===== src/rtl/lp_seq_pkg.sv =====
package lp_seq_pkg;

  typedef enum logic [2:0] {
    ST_ACTIVE = 3'd0,
    ST_SLEEP  = 3'd1,
    ST_DEEP   = 3'd2,
    ST_BACKUP = 3'd3,
    ST_WAKE   = 3'd4
  } lp_state_e;

  typedef struct packed {
    logic core;
    logic sys;
    logic wdt;
    logic rtc;
    logic osc;
  } clk_en_t;

  localparam clk_en_t CLK_ALL_ON = '{core: 1'b1, sys: 1'b1, wdt: 1'b1, rtc: 1'b1, osc: 1'b1};

endpackage


===== src/rtl/lp_wake_qual.sv =====
module lp_wake_qual #(
  parameter int N_IRQ  = 8,
  parameter int N_GPIO = 4
) (
  input  logic [N_IRQ-1:0]  irq_i,
  input  logic              wdt_irq_i,
  input  logic              rtc_wake_i,
  input  logic              rtc_wake_en_i,
  input  logic [N_GPIO-1:0] gpio_irq_i,
  input  logic [N_GPIO-1:0] gpio_wake_en_i,
  output logic              wake_light_o,
  output logic              wake_deep_o
);

  logic [N_GPIO-1:0] gpio_armed;

  for (genvar g = 0; g < N_GPIO; g++) begin : g_gpio
    assign gpio_armed[g] = gpio_irq_i[g] & gpio_wake_en_i[g];
  end

  // light sleep: any source, enables ignored
  assign wake_light_o = (|irq_i) | wdt_irq_i | rtc_wake_i | (|gpio_irq_i);
  // deep states: only enabled gpio or enabled rtc
  assign wake_deep_o  = (|gpio_armed) | (rtc_wake_i & rtc_wake_en_i);

endmodule


===== src/rtl/lp_seq_fsm.sv =====
module lp_seq_fsm
  import lp_seq_pkg::*;
(
  input  logic      clk_i,
  input  logic      rst_ni,
  input  logic      entry_i,
  input  logic      pm_nz_i,
  input  logic      deep_sel_i,
  input  logic      wake_light_i,
  input  logic      wake_deep_i,
  input  logic      rtc_run_i,
  input  logic      osc_keep_i,
  output lp_state_e state_o,
  output logic [1:0] last_mode_o,
  output logic      rtc_keep_o,
  output logic      osc_keep_o
);

  lp_state_e  state_q, state_d, tgt;
  logic [1:0] mode_q, mode_d;
  logic       rtc_q, rtc_d, osc_q, osc_d, abort;

  always_comb begin
    state_d = state_q;
    mode_d  = mode_q;
    rtc_d   = rtc_q;
    osc_d   = osc_q;
    tgt     = pm_nz_i ? ST_BACKUP : (deep_sel_i ? ST_DEEP : ST_SLEEP);
    abort   = (tgt == ST_SLEEP) ? wake_light_i : wake_deep_i;
    case (state_q)
      ST_ACTIVE: if (entry_i && !abort) begin
        state_d = tgt;
        mode_d  = 2'(tgt);
        rtc_d   = rtc_run_i;
        osc_d   = osc_keep_i;
      end
      ST_SLEEP:  if (wake_light_i) state_d = ST_WAKE;
      ST_DEEP,
      ST_BACKUP: if (wake_deep_i) state_d = ST_WAKE;
      ST_WAKE:   state_d = ST_ACTIVE;
      default:   state_d = ST_ACTIVE;
    endcase
  end

  always_ff @(posedge clk_i or negedge rst_ni) begin
    if (!rst_ni) begin
      state_q <= ST_ACTIVE;
      mode_q  <= 2'd0;
      rtc_q   <= 1'b1;
      osc_q   <= 1'b1;
    end else begin
      state_q <= state_d;
      mode_q  <= mode_d;
      rtc_q   <= rtc_d;
      osc_q   <= osc_d;
    end
  end

  assign state_o     = state_q;
  assign last_mode_o = mode_q;
  assign rtc_keep_o  = rtc_q;
  assign osc_keep_o  = osc_q;

  a_r6_deep_holds: assert property (@(posedge clk_i) disable iff (!rst_ni)
    ((state_q == ST_DEEP || state_q == ST_BACKUP) && !wake_deep_i) |=> $stable(state_q));

  a_r7_lp_exits_via_wake: assert property (@(posedge clk_i) disable iff (!rst_ni)
    (state_q == ST_SLEEP || state_q == ST_DEEP || state_q == ST_BACKUP) |=> state_q != ST_ACTIVE);

  a_r8_wake_ignores_entry: assert property (@(posedge clk_i) disable iff (!rst_ni)
    (state_q == ST_WAKE) |=> state_q == ST_ACTIVE);

  a_r9_abort_stays_active: assert property (@(posedge clk_i) disable iff (!rst_ni)
    (state_q == ST_ACTIVE && entry_i &&
     ((pm_nz_i || deep_sel_i) ? wake_deep_i : wake_light_i)) |=> state_q == ST_ACTIVE);

endmodule


===== src/rtl/lp_clk_dec.sv =====
module lp_clk_dec
  import lp_seq_pkg::*;
(
  input  lp_state_e  state_i,
  input  logic [1:0] last_mode_i,
  input  logic       rtc_keep_i,
  input  logic       osc_keep_i,
  output clk_en_t    en_o,
  output logic [1:0] mode_o,
  output logic       wake_done_o
);

  always_comb begin
    en_o   = CLK_ALL_ON;
    mode_o = 2'd0;
    case (state_i)
      ST_SLEEP: begin
        en_o.core = 1'b0;
        mode_o    = 2'd1;
      end
      ST_DEEP: begin
        en_o   = '{core: 1'b0, sys: 1'b0, wdt: 1'b0, rtc: rtc_keep_i, osc: osc_keep_i};
        mode_o = 2'd2;
      end
      ST_BACKUP: begin
        en_o   = '{core: 1'b0, sys: 1'b0, wdt: 1'b0, rtc: rtc_keep_i, osc: 1'b0};
        mode_o = 2'd3;
      end
      ST_WAKE:  mode_o = last_mode_i;  // clocks back on, mode still shown
      default:  mode_o = 2'd0;
    endcase
  end

  assign wake_done_o = (state_i == ST_WAKE);

endmodule


===== src/rtl/lp_seq_ctrl.sv =====
module lp_seq_ctrl
  import lp_seq_pkg::*;
#(
  parameter int N_IRQ  = 8,
  parameter int N_GPIO = 4,
  parameter int PM_W   = 2
) (
  input  logic              clk_i,
  input  logic              rst_ni,
  input  logic              wfi_i,
  input  logic              wfe_i,
  input  logic              deep_sel_i,
  input  logic              cfg_we_i,
  input  logic [PM_W-1:0]   cfg_wdata_i,
  input  logic              rtc_run_i,
  input  logic              osc_keep_i,
  input  logic [N_IRQ-1:0]  irq_i,
  input  logic              wdt_irq_i,
  input  logic              rtc_wake_i,
  input  logic              rtc_wake_en_i,
  input  logic [N_GPIO-1:0] gpio_irq_i,
  input  logic [N_GPIO-1:0] gpio_wake_en_i,
  output logic              core_clk_en_o,
  output logic              sys_clk_en_o,
  output logic              wdt_clk_en_o,
  output logic              rtc_clk_en_o,
  output logic              osc_en_o,
  output logic [1:0]        mode_o,
  output logic              wake_done_o
);

  logic [PM_W-1:0] pm_q;
  logic            wake_light, wake_deep, rtc_keep, osc_keep;
  logic [1:0]      last_mode;
  lp_state_e       state;
  clk_en_t         en;

  always_ff @(posedge clk_i or negedge rst_ni) begin
    if (!rst_ni)       pm_q <= '0;
    else if (cfg_we_i) pm_q <= cfg_wdata_i;
  end

  lp_wake_qual #(.N_IRQ(N_IRQ), .N_GPIO(N_GPIO)) u_qual (
    .irq_i          (irq_i),
    .wdt_irq_i      (wdt_irq_i),
    .rtc_wake_i     (rtc_wake_i),
    .rtc_wake_en_i  (rtc_wake_en_i),
    .gpio_irq_i     (gpio_irq_i),
    .gpio_wake_en_i (gpio_wake_en_i),
    .wake_light_o   (wake_light),
    .wake_deep_o    (wake_deep)
  );

  lp_seq_fsm u_fsm (
    .clk_i        (clk_i),
    .rst_ni       (rst_ni),
    .entry_i      (wfi_i | wfe_i),
    .pm_nz_i      (|pm_q),
    .deep_sel_i   (deep_sel_i),
    .wake_light_i (wake_light),
    .wake_deep_i  (wake_deep),
    .rtc_run_i    (rtc_run_i),
    .osc_keep_i   (osc_keep_i),
    .state_o      (state),
    .last_mode_o  (last_mode),
    .rtc_keep_o   (rtc_keep),
    .osc_keep_o   (osc_keep)
  );

  lp_clk_dec u_dec (
    .state_i     (state),
    .last_mode_i (last_mode),
    .rtc_keep_i  (rtc_keep),
    .osc_keep_i  (osc_keep),
    .en_o        (en),
    .mode_o      (mode_o),
    .wake_done_o (wake_done_o)
  );

  assign core_clk_en_o = en.core;
  assign sys_clk_en_o  = en.sys;
  assign wdt_clk_en_o  = en.wdt;
  assign rtc_clk_en_o  = en.rtc;
  assign osc_en_o      = en.osc;

  a_r10_pm_holds: assert property (@(posedge clk_i) disable iff (!rst_ni)
    !cfg_we_i |=> $stable(pm_q));

  a_r7_done_single: assert property (@(posedge clk_i) disable iff (!rst_ni)
    wake_done_o |=> (!wake_done_o && mode_o == 2'd0 && core_clk_en_o));

  a_r4_backup_osc_off: assert property (@(posedge clk_i) disable iff (!rst_ni)
    (mode_o == 2'd3 && !wake_done_o) |-> (!osc_en_o && !sys_clk_en_o));

  a_r2_core_gated: assert property (@(posedge clk_i) disable iff (!rst_ni)
    (mode_o != 2'd0 && !wake_done_o) |-> !core_clk_en_o);

endmodule


===== config.mk =====
export PLATFORM = sky130hd
export DESIGN_NAME = lp_seq_ctrl
export DESIGN_NICKNAME = d
export VERILOG_FILES = /design/src/rtl/lp_seq_pkg.sv /design/src/rtl/lp_wake_qual.sv /design/src/rtl/lp_seq_fsm.sv /design/src/rtl/lp_clk_dec.sv /design/src/rtl/lp_seq_ctrl.sv
export SDC_FILE = /design/constraint.sdc
export NUM_CORES = 1
export LEC_CHECK = 0
export ABC_CLOCK_PERIOD_IN_PS = 1600
export BUFFER_PORTS_ARGS = -buffer_cell sky130_fd_sc_hd__buf_2
export CORE_UTILIZATION = 35
export DETAILED_ROUTE_END_ITERATION = 10
export HOLD_SLACK_MARGIN = 0.06
export PLACE_DENSITY = 0.76
export SLEW_MARGIN = 15
export SYNTH_ARGS = -nofsm -noshare
export SYNTH_HDL_FRONTEND = slang
export SYNTH_HIERARCHICAL = 1
export SYNTH_SLANG_ARGS = --single-unit

===== constraint.sdc =====
create_clock -name clk_i -period 1.6 [get_ports clk_i]
set_input_delay 0.24 -clock clk_i [delete_from_list [all_inputs] [get_ports clk_i]]
set_output_delay 0.24 -clock clk_i [all_outputs]
set_load 0.03 [all_outputs]

-- Yosys cells after proc, flatten, opt, wreduce, memory -nomap -nowiden
Index checks and enable logic that the tools add are counted.
- equality and inequality tests: 8
- mux-type cells: 10
- bitwise operators: 10
- reduce and logical (&&, ||, !) cells: 11
- operators with widths (kind ; count):
    $mux W3 ; 4
    $pmux W3 S3 ; 1
    $pmux W2 S4 ; 1
    $pmux W4 S2 ; 1
    $reduce_or A4 Y1 ; 2
    $reduce_or A8 Y1 ; 1
    $eq A3 B1 Y1 const B ; 2
    $eq A3 B2 Y1 const B ; 2
    $and A1 B1 Y1 ; 5
    $or A1 B1 Y1 ; 5
    $ne A2 B1 Y1 const B ; 2
    $reduce_or A2 Y1 ; 2
    $eq A3 B3 Y1 const B ; 1
    $logic_not A3 Y1 ; 1
    $reduce_and A3 Y1 ; 1
    $reduce_or A3 Y1 ; 1
    $mux W1 ; 2
    $mux W2 ; 1
    $ne A2 B2 Y1 const B ; 1
    $reduce_and A2 Y1 ; 1
    $logic_and A1 B1 Y1 ; 1
    $logic_not A1 Y1 ; 1
- flip-flop bits (word level): 9
- output and inout bits: 8

-- Logic depth before layout (Yosys ltp)
Gate-level depths: netlist (run 1).
- depth after elaboration: 9
- gate-level depth with buffers: 5

-- Modules after synthesis
The synthesis (run 1) kept the hierarchy.
- modules (own cells, without submodules) (module ; times used ; cells an instance ; area each (µm²) ; sequential area each (µm²)):
    lp_seq_fsm ; 1 ; 28 ; 335.3 ; 177.7
    lp_seq_ctrl ; 1 ; 6 ; 85.1 ; 50.0
    lp_clk_dec ; 1 ; 12 ; 75.1 ; 0.0
    lp_wake_qual ; 1 ; 8 ; 50.0 ; 0.0

-- Least setup slack after synthesis (run 1)
OpenSTA, ideal clock, no wires.
- path type: register to register
- start point: register pm_q[0]
- end point: register u_fsm.osc_q (netlist: u_fsm/osc_keep_o)
- library setup time: 0.082 ns
- data arrival time: 1.495 ns
- required time: 1.518 ns
- path slack: 0.023 ns
- cell stages (with the launch flop): 4
- clock period less this slack: 1.577 ns
- cells stage by stage: dfrtp_1 > or2_2 > o311ai_2 > mux2_2
- cells in the longest elaborated chain, start to end: 7
- ends and longest elaborated chain (item ; RTL line ; source):
    from (decl) ; lp_seq_ctrl.sv:32 ; logic [PM_W-1:0] pm_q;
    from (signal assigned) ; lp_seq_ctrl.sv:40 ; else if (cfg_we_i) pm_q <= cfg_wdata_i;
    $reduce_or A2 Y1 ; lp_seq_ctrl.sv:58 ; .pm_nz_i (|pm_q),
    $mux W3 ; lp_seq_fsm.sv:28 ; tgt = pm_nz_i ? ST_BACKUP : (deep_sel_i ? ST_DEEP : ST_SLEEP);
    $eq A3 B1 Y1 ; lp_seq_fsm.sv:29 ; abort = (tgt == ST_SLEEP) ? wake_light_i : wake_deep_i;
    $mux W1 ; lp_seq_fsm.sv:29 ;
    $logic_not A1 Y1 ; lp_seq_fsm.sv:31 ; ST_ACTIVE: if (entry_i && !abort) begin
    $logic_and A1 B1 Y1 ; lp_seq_fsm.sv:31 ;
    $reduce_and A2 Y1 (no source line) ; -- ;
    to (signal assigned) ; lp_seq_fsm.sv:55 ; osc_q <= osc_d;
    to (decl) ; lp_seq_fsm.sv:21 ; logic rtc_q, rtc_d, osc_q, osc_d, abort;
No other way between the ends.
A chain may end at the register's enable or synchronous reset.

-- Worst setup path after layout (run 1)
- start point: register pm_q[0]
- end point: register u_fsm.state_q[0] (netlist: u_fsm/state_o[0])
- cells in the longest elaborated chain, start to end: 8
- elaborated cells on any way between the ends: 10
- ends and longest elaborated chain (item ; RTL line ; source):
    $reduce_or A2 Y1 (*) ; lp_seq_ctrl.sv:58 ;
    $mux W3 (*) ; lp_seq_fsm.sv:28 ;
    $eq A3 B1 Y1 ; lp_seq_fsm.sv:29 ;
    $mux W1 ; lp_seq_fsm.sv:29 ;
    $logic_not A1 Y1 ; lp_seq_fsm.sv:31 ;
    $logic_and A1 B1 Y1 ; lp_seq_fsm.sv:31 ;
    $ne A2 B1 Y1 (no source line) ; -- ;
    $reduce_and A3 Y1 (no source line) ; -- ;
    to (signal assigned) ; lp_seq_fsm.sv:52 ; state_q <= state_d;
    to (decl) ; lp_seq_fsm.sv:19 ; lp_state_e state_q, state_d, tgt;
Every way passes the cells marked *; elsewhere a longest branch is shown, timed or not. The select of a mux whose other input is x is not followed.

==> results of run 1 <==
-- metrics by stage --
step	instances	area, um2	setup WS (ps)
after floorplan	54	546	22.8
after global placement	106	752	93.5
after detailed placement	106	752	66.9
after CTS	111	788	44.5
after global routing	111	806	15.8
final	111	806	87.5
-- report_power, final --
group          internal [uW]  switching, uW  leakage, uW
Sequential               306           45.0     0.000104
Clock                   95.9           78.4    0.0000150
Combinational            187            221     0.000289
-- sequential cells by signal (all words and copies together) (netlist names) --
register           cells
pm_q                   2
u_fsm/last_mode_o      2
u_fsm/osc_keep_o       1
u_fsm/rtc_keep_o       1
u_fsm/state_o          3
-- per-layer routing --
metal / up-vias / global-route usage / wire (um)
met2: 12 / 0.244 / 593
met1: 233 / 0.190 / 522
met5: - / 0 / 0
li1: 281 / - / -
met3: 4 / 0.0261 / 40
met4: 0 / 0.0581 / 16
-- area by class of cell --
cell class                 instances  area, um2  share of cell area
tap                               15       18.8              0.0233
sequential                         9        228               0.283
inverter                           5       18.8              0.0233
clock buffer                       4       26.3              0.0326
multi-input combinational         39        309               0.384
timing repair buffer              39        205               0.255
-- what timing repair did --
item / 4_1_cts / 5_1_grt
endpoints found under the setup margin: 0 / 6
hold endpoints to repair: 9 / 0
hold buffers: 1 / 0
resized for setup: 0 / 4
-- placed cells by master (no fill, tap or decap), drive strengths merged, types with 2 or more instances in the layout --
cell    Yosys  final
nor4        3      3
mux2        4      4
dfrtp       7      7
o21ai       3      3
nand2       3      3
mux2i       2      2
nand2b      2      2
a21oi       2      2
inv         5      5
clkbuf      0      4
nor2b       4      4
dfstp       2      2
a31o        2      2
nor2        3      3
or2         3      3
buf         1     38
-- cells by family (layout without fill, tap and decap cells) --
kind of cell,Yosys count,count (layout),share of synthesized area
flip-flops,9,9,0.417
buffers and inverters,6,48,0.0482
AO/OA/AOI/OAI,11,11,0.151
multiplexers,6,6,0.119
AND/OR/NAND/NOR,22,22,0.264
-- worst paths after layout --
| path | start | end | slack [ps] | depth (start not counted) |
|---|---|---|---|---|
| worst max-delay path | pm_q[0] | u_fsm/state_o[0] | 90 | 5 |
| worst min-delay path | cfg_wdata_i[0] | pm_q[0] | 210 | 2 |
| worst max register to register | pm_q[0] | u_fsm/state_o[0] | 90 | 5 |
| worst min register to register | pm_q[1] | pm_q[1] | 500 | 1 |
| max in group asynchronous | rst_ni | u_fsm/rtc_keep_o | 990 | 2 |
| min in group asynchronous | rst_ni | pm_q[0] | 350 | 2 |
==> flow_metrics.py, run 1 <==
metrics = {
    "run_status": {
        "status": "finished clean",
    },
    "placed_design": {
        "place_congestion": 0.752,
        "io_buffer_count": 36,
        "hpwlAfterDp_um": 978,
    },
    "sta": {
        "setup-tns-final_ps": 0,
        "tightest_slew_ps": 290,
        "setup_violations": 0,
        "fin_hold_ws_ps": 208,
        "max_freq_mhz": 661,
        "maxSlewViolCount": 0,
        "fin_crit_sh": 0.945,
        "period_minus_slack_ps": 1510,
        "hold_viol": 0,
        "maxSlewHeadroom": 0.806,
        "rsz0062_at_grt": "no",
        "clock_skew_ps": 10.5,
    },
    "power": {
        "vdd_ir_drop_max_mv": 0.719,
        "p_total_uw": 933,
        "power_density_nw_per_um2": 1160,
        "p_leak_uw": 0.000408,
    },
    "global_routing": {
        "grt.total_usage": 0.147,
        "grt_overflow": 0,
        "grt_max_degree": 10,
        "grt_pass1_wl_mm": 2.04,
        "grt_pass1_vias": 506,
        "antenna_found_initial": 0,
    },
    "synthesis": {
        "ys_top_cells_by_count": "dfrtp_1, inv_1, mux2_2",
        "synth_edf_count": 0,
        "yosysMostFrequentCell": "dfrtp_1",
        "synth_area_leaders": "dfrtp_1, dfstp_2, mux2_2, nor4b_4, mux2i_1",
        "synthCells": 54,
        "seq_area_frac_synth": 0.417,
        "avgSynthCellArea_um2": 10.1,
        "yosys_warnings": 6,
        "ys_ff_latch": 9,
        "synthesis.area_um2": 546,
        "synth-async-reset-ratio": 1.00,
        "synth_top_area_frac": 0.321,
        "synth_fp_nets": 83,
        "synth_flop_cell": "dfrtp_1",
        "ys_types": 25,
        "yosys.area.top_type": "dfrtp_1",
    },
    "setup_path": {
        "worstSetupPathType": "reg2reg",
        "cp-end-kind": "flop",
        "critPathTopFamily": "compound AO/OA/AOI/OAI gates",
        "critPathMaxStageDelay_ps": 370,
        "crit_slowest_cell": "dfrtp_1",
        "crit_buf_inv": 1,
        "crit_path_start_kind": "flop",
        "worstPathArrival_ps": 1690,
        "cp_max_fo": 5,
        "crit_required_ps": 1770,
        "cp_cell_sequence": "or2_2 > o21ai_1 > o311ai_4 > buf_4 > o22ai_1",
    },
    "clock_tree": {
        "cts_tree": "yes",
        "root_buffer": "clkbuf_4",
        "cts_made_buffers": 3,
        "cts.clk_slew.worst_paths_ps": 60,
        "htreeDepth": 1,
        "post_cts_buffers": 0,
        "clk_latency_ps": 260,
        "clock-sinks": 9,
        "cts_buffer_depth": 2,
    },
    "layout": {
        "final_core_utilization": 0.583,
        "drive_gt1_frac": 0.552,
        "n_antenna_cell": 0,
        "fillers": 125,
        "fin_nets": 126,
        "area_delta_synth_final_pct": 47.7,
    },
    "floorplanning": {
        "num_rows": 13,
        "fp.dieW_um": 41.5,
        "initial_core_util": 0.395,
        "die_h_um": 41.5,
        "core_region_area_um2": 1380,
        "io_pins": 37,
        "die_area_um2": 1720,
    },
    "route": {
        "wl_per_cell_um": 10.6,
        "vias": 530,
        "wl_mm": 1.17,
        "drc": 0,
        "first_pass_iters": 4,
        "drt_iter0_markers": 11,
        "ant_nets": 0,
        "drt-vias-per-instance": 4.77,
    },
    "hold_path": {
        "hp-class": "in2reg",
    },
    "flow_run": {
        "max-cap-violations": 0,
    },
}
No activity file was read; power rests on OpenSTA's default activity.
==> inputs of run 2 (changes only) <==
--- a/config.mk
+++ b/config.mk
@@ -11,6 +11,7 @@
 export DETAILED_ROUTE_END_ITERATION = 10
 export HOLD_SLACK_MARGIN = 0.06
 export PLACE_DENSITY = 0.76
+export RECOVER_POWER = 50
 export SLEW_MARGIN = 15
 export SYNTH_ARGS = -nofsm -noshare
 export SYNTH_HDL_FRONTEND = slang
==> run 2 against run 1 <==
Critical endpoint unchanged. Setup slack hardly changed. Register-to-register slack hardly changed. Utilization is 0.091 points lower. First-iteration DRC count stayed put. Largest cell class unchanged. Global-route usage stayed put. Largest power group unchanged. Worst hold slack stayed put. Die area stayed put.
==> flow_metrics.py, run 2 (synthesized netlist as in run 1, its figures left out) <==
metrics = {
    "run_status": {
        "status": "finished clean",
    },
    "power": {
        "p_total_uw": 933,
        "power_switching_uw": 344,
        "internal-power_uw": 589,
        "p_sw_frac": 0.369,
        "pwr-share-seq": 0.376,
        "clock_power_share": 0.187,
        "p_leak_uw": 0.000405,
        "vdd_ir_drop_max_mv": 0.719,
        "combPwrFrac": 0.437,
        "power_density_nw_per_um2": 1160,
    },
    "route": {
        "drt_iter0_markers": 11,
        "wl_mm": 1.17,
        "ant_nets": 0,
        "wl_per_cell_um": 10.6,
        "drc": 0,
        "vias": 530,
        "drt-vias-per-instance": 4.77,
        "first_pass_iters": 4,
    },
    "sta": {
        "setup-tns-final_ps": 0,
        "setup_violations": 0,
        "fin_crit_sh": 0.945,
        "period_minus_slack_ps": 1510,
        "clock_skew_ps": 10.4,
        "tightest_slew_ps": 476,
        "maxSlewHeadroom": 0.683,
        "fin_hold_ws_ps": 208,
        "rsz0062_at_grt": "no",
        "max_freq_mhz": 661,
        "maxSlewViolCount": 0,
        "hold_viol": 0,
    },
    "global_routing": {
        "grt_pass1_wl_mm": 2.04,
        "grt_overflow": 0,
        "antenna_found_initial": 0,
        "grt.total_usage": 0.147,
        "grt_pass1_vias": 506,
        "grt_max_degree": 10,
    },
    "layout": {
        "n_antenna_cell": 0,
        "final_cell_area_um2": 805,
        "final_common_cell": "buf_2",
        "final_cell_mix": "buf_2, dfrtp_1, inv_1",
        "drive_gt1_frac": 0.542,
        "fin_nets": 126,
        "largest_reg_flops": 3,
        "stdcell_count": 111,
        "area_delta_synth_final_pct": 47.5,
    },
    "placed_design": {
        "place_congestion": 0.752,
        "placedInstanceArea_um2": 752,
        "hpwlAfterDp_um": 978,
        "dp.cells": 106,
        "io_buffer_count": 36,
    },
    "clock_tree": {
        "cts_made_buffers": 3,
        "cts.clk_slew.worst_paths_ps": 60,
        "cts_buffer_depth": 2,
        "clk_latency_ps": 260,
        "clock-sinks": 9,
        "post_cts_buffers": 0,
        "htreeDepth": 1,
        "root_buffer": "clkbuf_4",
        "cts_tree": "yes",
    },
    "setup_path": {
        "crit_required_ps": 1770,
        "cp-end-kind": "flop",
        "cp_cell_sequence": "or2_2 > o21ai_1 > o311ai_4 > buf_4 > o22ai_1",
        "cp_max_fo": 5,
        "crit_slowest_cell": "dfrtp_1",
        "crit_path_start_kind": "flop",
        "critPathMaxStageDelay_ps": 370,
        "worstPathArrival_ps": 1690,
        "worstSetupPathType": "reg2reg",
        "critPathTopFamily": "compound AO/OA/AOI/OAI gates",
        "crit_buf_inv": 1,
    },
    "floorplanning": {
        "initial_core_util": 0.395,
        "io_pins": 37,
        "fp.dieW_um": 41.5,
        "num_rows": 13,
        "core_region_area_um2": 1380,
        "die_area_um2": 1720,
        "die_h_um": 41.5,
    },
    "hold_path": {
        "hp-class": "in2reg",
    },
    "flow_run": {
        "max-cap-violations": 0,
    },
}
==> run 2: changes by cell type in the layout (fill, tap and decap cells not counted) <==
cell / before / now
buf_2: 36 / 35
clkbuf_1: 1 / 2
==> run 2: metrics by stage <==
stage | setup WS, ps | utilization
after floorplan | 22.8 | -
after global placement | 93.5 | 0.544
after detailed placement | 66.9 | 0.544
after CTS | 44.5 | 0.570
after global routing | 15.8 | 0.582
final | 87.5 | 0.582
==> run 2: metal layers <==
layer / track usage / wire (um) / vias up
met5: 0 / 0 / -
met4: 0.0581 / 16 / 0
met3: 0.0261 / 40 / 4
met2: 0.244 / 593 / 12
met1: 0.190 / 522 / 233
li1: - / - / 281
==> run 2: worst register-to-register path, stage by stage, from the launching register on <==
cell and delay, ps:
dfrtp_1 370, or2_2 350, o21ai_1 230, o311ai_4 150, buf_4 180, o22ai_1 150
==> run 2: final cells by class <==
cell class                      count  area, um2
Timing Repair Buffer               39        204
Fill cell                         126        578
Sequential cell                     9        228
Clock buffer                        4       26.3
Inverter                            5       18.8
Tap cell                           15       18.8
Multi-Input combinational cell     39        309
==> run 2: path summary, 6_finish.rpt <==
kind                                     start                to  slack, ps  depth (start not counted)
max in group asynchronous               rst_ni  u_fsm/rtc_keep_o        800                          2
worst min register to register         pm_q[1]           pm_q[1]        500                          1
worst max register to register         pm_q[0]  u_fsm/state_o[0]         90                          5
min in group asynchronous               rst_ni           pm_q[0]        440                          2
worst max-delay path                   pm_q[0]  u_fsm/state_o[0]         90                          5
worst min-delay path            cfg_wdata_i[0]           pm_q[0]        210                          2
==> run 2: repair_timing <==
| action | in CTS | in global routing |
|---|---|---|
| endpoints found under the setup margin | 0 | 6 |
| endpoints found under the hold margin | 9 | 0 |
| hold buffers | 1 | 0 |
| gates resized for setup | 0 | 4 |
==> run 2: power groups by stage <==
stage	Sequential (uW)	Combinational [uW]	Clock [uW]
final	351	408	174
after CTS	351	396	182
after detailed placement	355	393	0
after global placement	352	389	0
after global routing	361	444	190
after floorplan	352	271	0
==> inputs of run 3 (changes only) <==
--- a/config.mk
+++ b/config.mk
@@ -5,12 +5,12 @@
 export SDC_FILE = /design/constraint.sdc
 export NUM_CORES = 1
 export LEC_CHECK = 0
-export ABC_CLOCK_PERIOD_IN_PS = 1600
+export ABC_CLOCK_PERIOD_IN_PS = 1500
 export BUFFER_PORTS_ARGS = -buffer_cell sky130_fd_sc_hd__buf_2
-export CORE_UTILIZATION = 35
+export CORE_UTILIZATION = 39
 export DETAILED_ROUTE_END_ITERATION = 10
 export HOLD_SLACK_MARGIN = 0.06
-export PLACE_DENSITY = 0.76
+export PLACE_DENSITY = 0.8
 export RECOVER_POWER = 50
 export SLEW_MARGIN = 15
 export SYNTH_ARGS = -nofsm -noshare
==> constraint.sdc (replaced) <==
create_clock -name clk_i -period 1.5 [get_ports clk_i]
set_input_delay 0.225 -clock clk_i [delete_from_list [all_inputs] [get_ports clk_i]]
set_output_delay 0.225 -clock clk_i [all_outputs]
set_load 0.03 [all_outputs]
==> run 3 against run 2 <==
Clock skew fell by 4.7 ps. Setup slack lost 60 ps. Via count up 5.7%. Critical path depth decreased by 2. Largest cell class unchanged. Total power up 13%. First-iteration DRC count up 91%. Clock-buffer cell count is the same. Wire length rose by 11%. Sequential cell count did not move. Die area is 9.8% lower. Utilization up 7.5 points.
==> flow_metrics.py, run 3 (synthesized netlist as in run 1, its figures left out) <==
metrics = {
    "run_status": {
        "status": "finished clean",
    },
    "route": {
        "wl_mm": 1.31,
        "ant_nets": 0,
        "drt-vias-per-instance": 4.91,
        "first_pass_iters": 7,
        "drt_iter0_markers": 21,
        "drc": 0,
        "vias": 560,
        "wl_per_cell_um": 11.5,
    },
    "sta": {
        "hold_viol": 0,
        "tightest_slew_ps": 508,
        "clock_skew_ps": 5.74,
        "fin_crit_sh": 0.982,
        "maxSlewHeadroom": 0.662,
        "finalWorstSetupSlack_ps": 27.7,
        "period_minus_slack_ps": 1470,
        "maxSlewViolCount": 0,
        "rsz0062_at_grt": "yes",
        "max_freq_mhz": 679,
        "setup-tns-final_ps": 0,
        "setup_violations": 0,
    },
    "setup_path": {
        "reg2reg_depth": 3,
        "crit_path_start_kind": "flop",
        "crit_required_ps": 1680,
        "r2r_end": "u_fsm/osc_keep_o",
        "crit_path_end": "u_fsm/osc_keep_o",
        "cp-end-kind": "flop",
        "regToRegStartpoint": "pm_q[0]",
        "cp_max_fo": 4,
        "startpoint": "pm_q[0]",
        "r2r_slack_ps": 30,
        "worstPathArrival_ps": 1650,
        "worstSetupPathType": "reg2reg",
    },
    "clock_tree": {
        "cts_buffer_depth": 2,
        "cts_made_buffers": 3,
        "cts.clk_slew.worst_paths_ps": 60,
        "root_buffer": "clkbuf_4",
        "clk_latency_ps": 260,
        "cts_tree": "yes",
        "clock-sinks": 9,
        "htreeDepth": 1,
    },
    "layout": {
        "stdcell_count": 114,
        "area_delta_synth_final_pct": 56.7,
        "drive_gt1_frac": 0.586,
        "final_cell_mix": "buf_2, buf_4, dfrtp_1, inv_1",
        "fillers": 109,
        "final_cell_area_um2": 855,
        "largest_reg_flops": 3,
        "fin_nets": 129,
        "n_antenna_cell": 0,
        "final_common_cell": "buf_2",
    },
    "flow_run": {
        "max-cap-violations": 0,
    },
    "placed_design": {
        "hpwlAfterDp_um": 989,
        "place_ws_ps": -58.4,
        "placedInstanceArea_um2": 769,
        "dp.cells": 107,
        "io_buffer_count": 36,
        "place_congestion": 0.731,
    },
    "floorplanning": {
        "core_region_area_um2": 1300,
        "die_h_um": 39.4,
        "io_pins": 37,
        "num_rows": 13,
        "initial_core_util": 0.419,
        "die_area_um2": 1550,
        "fp.dieW_um": 39.4,
    },
    "power": {
        "p_leak_uw": 0.000423,
        "power_density_nw_per_um2": 1230,
        "vdd_ir_drop_max_mv": 0.754,
    },
    "global_routing": {
        "grt.total_usage": 0.190,
        "grt_max_degree": 10,
        "grt_overflow": 0,
        "antenna_found_initial": 0,
        "grt_pass1_wl_mm": 2.04,
        "grt_pass1_vias": 477,
    },
    "hold_path": {
        "hp-start": "cfg_wdata_i[0]",
        "hp-class": "in2reg",
    },
}
run 3: cell types whose count changed in the layout (fill, tap and decap cells not counted), moves of 2 or more:
cell / previous run / this run
buf_2: 35 / 31
buf_4: 2 / 7
dfrtp_1: 7 / 5
dfrtp_2: 0 / 2
run 3: worst max-delay path, stage by stage, from the launching register on:
cell and delay, ps:
dfrtp_1 370, or2_4 280, o311ai_4 370, mux2_2 380
run 3: timing repair:
action,4_1_cts,5_1_grt
buffers inserted,2,0
resized for setup,3,10
endpoints found under the setup margin,6,10
pin swaps,1,1
hold endpoints to repair,9,0
hold buffers,1,0
run 3: final cells by class:
| type | count | area (um2) | share of cell area |
|---|---|---|---|
| clock buffer | 4 | 26.3 | 0.0307 |
| inverter | 5 | 18.8 | 0.0220 |
| multi-input combinational | 39 | 320 | 0.375 |
| sequential | 9 | 230 | 0.269 |
| tap | 15 | 18.8 | 0.0220 |
| timing repair buffer | 42 | 240 | 0.281 |
run 3: worst min-delay path by stage:
stage,to,depth (start not counted)
floorplan,pm_q[0],0
global placement,u_fsm/state_o[0],1
detailed placement,u_fsm/last_mode_o[0],1
CTS,u_fsm/rtc_keep_o,2
global route,u_fsm/osc_keep_o,2
finish,pm_q[0],2
run 3: stage by stage:
stage / hold slack (ps) / util / total power, uW
after global routing: 201 / 0.657 / 1120
after floorplan: -70.6 / - / 674
after global placement: 82.2 / 0.591 / 799
final: 202 / 0.657 / 1050
after CTS: 197 / 0.638 / 1030
after detailed placement: 87.6 / 0.591 / 812
run 3: per-layer routing:
metal  track usage  wire length, um
met4        0.0517                6
met3        0.0341               59
met5             0                0
met2         0.307              668
met1         0.256              572
run 3: power breakdown:
group	internal (uW)	switching [uW]	leakage, uW
logic	236	249	0.000307
registers	328	56.0	0.000101
clock network	102	82.4	0.0000150
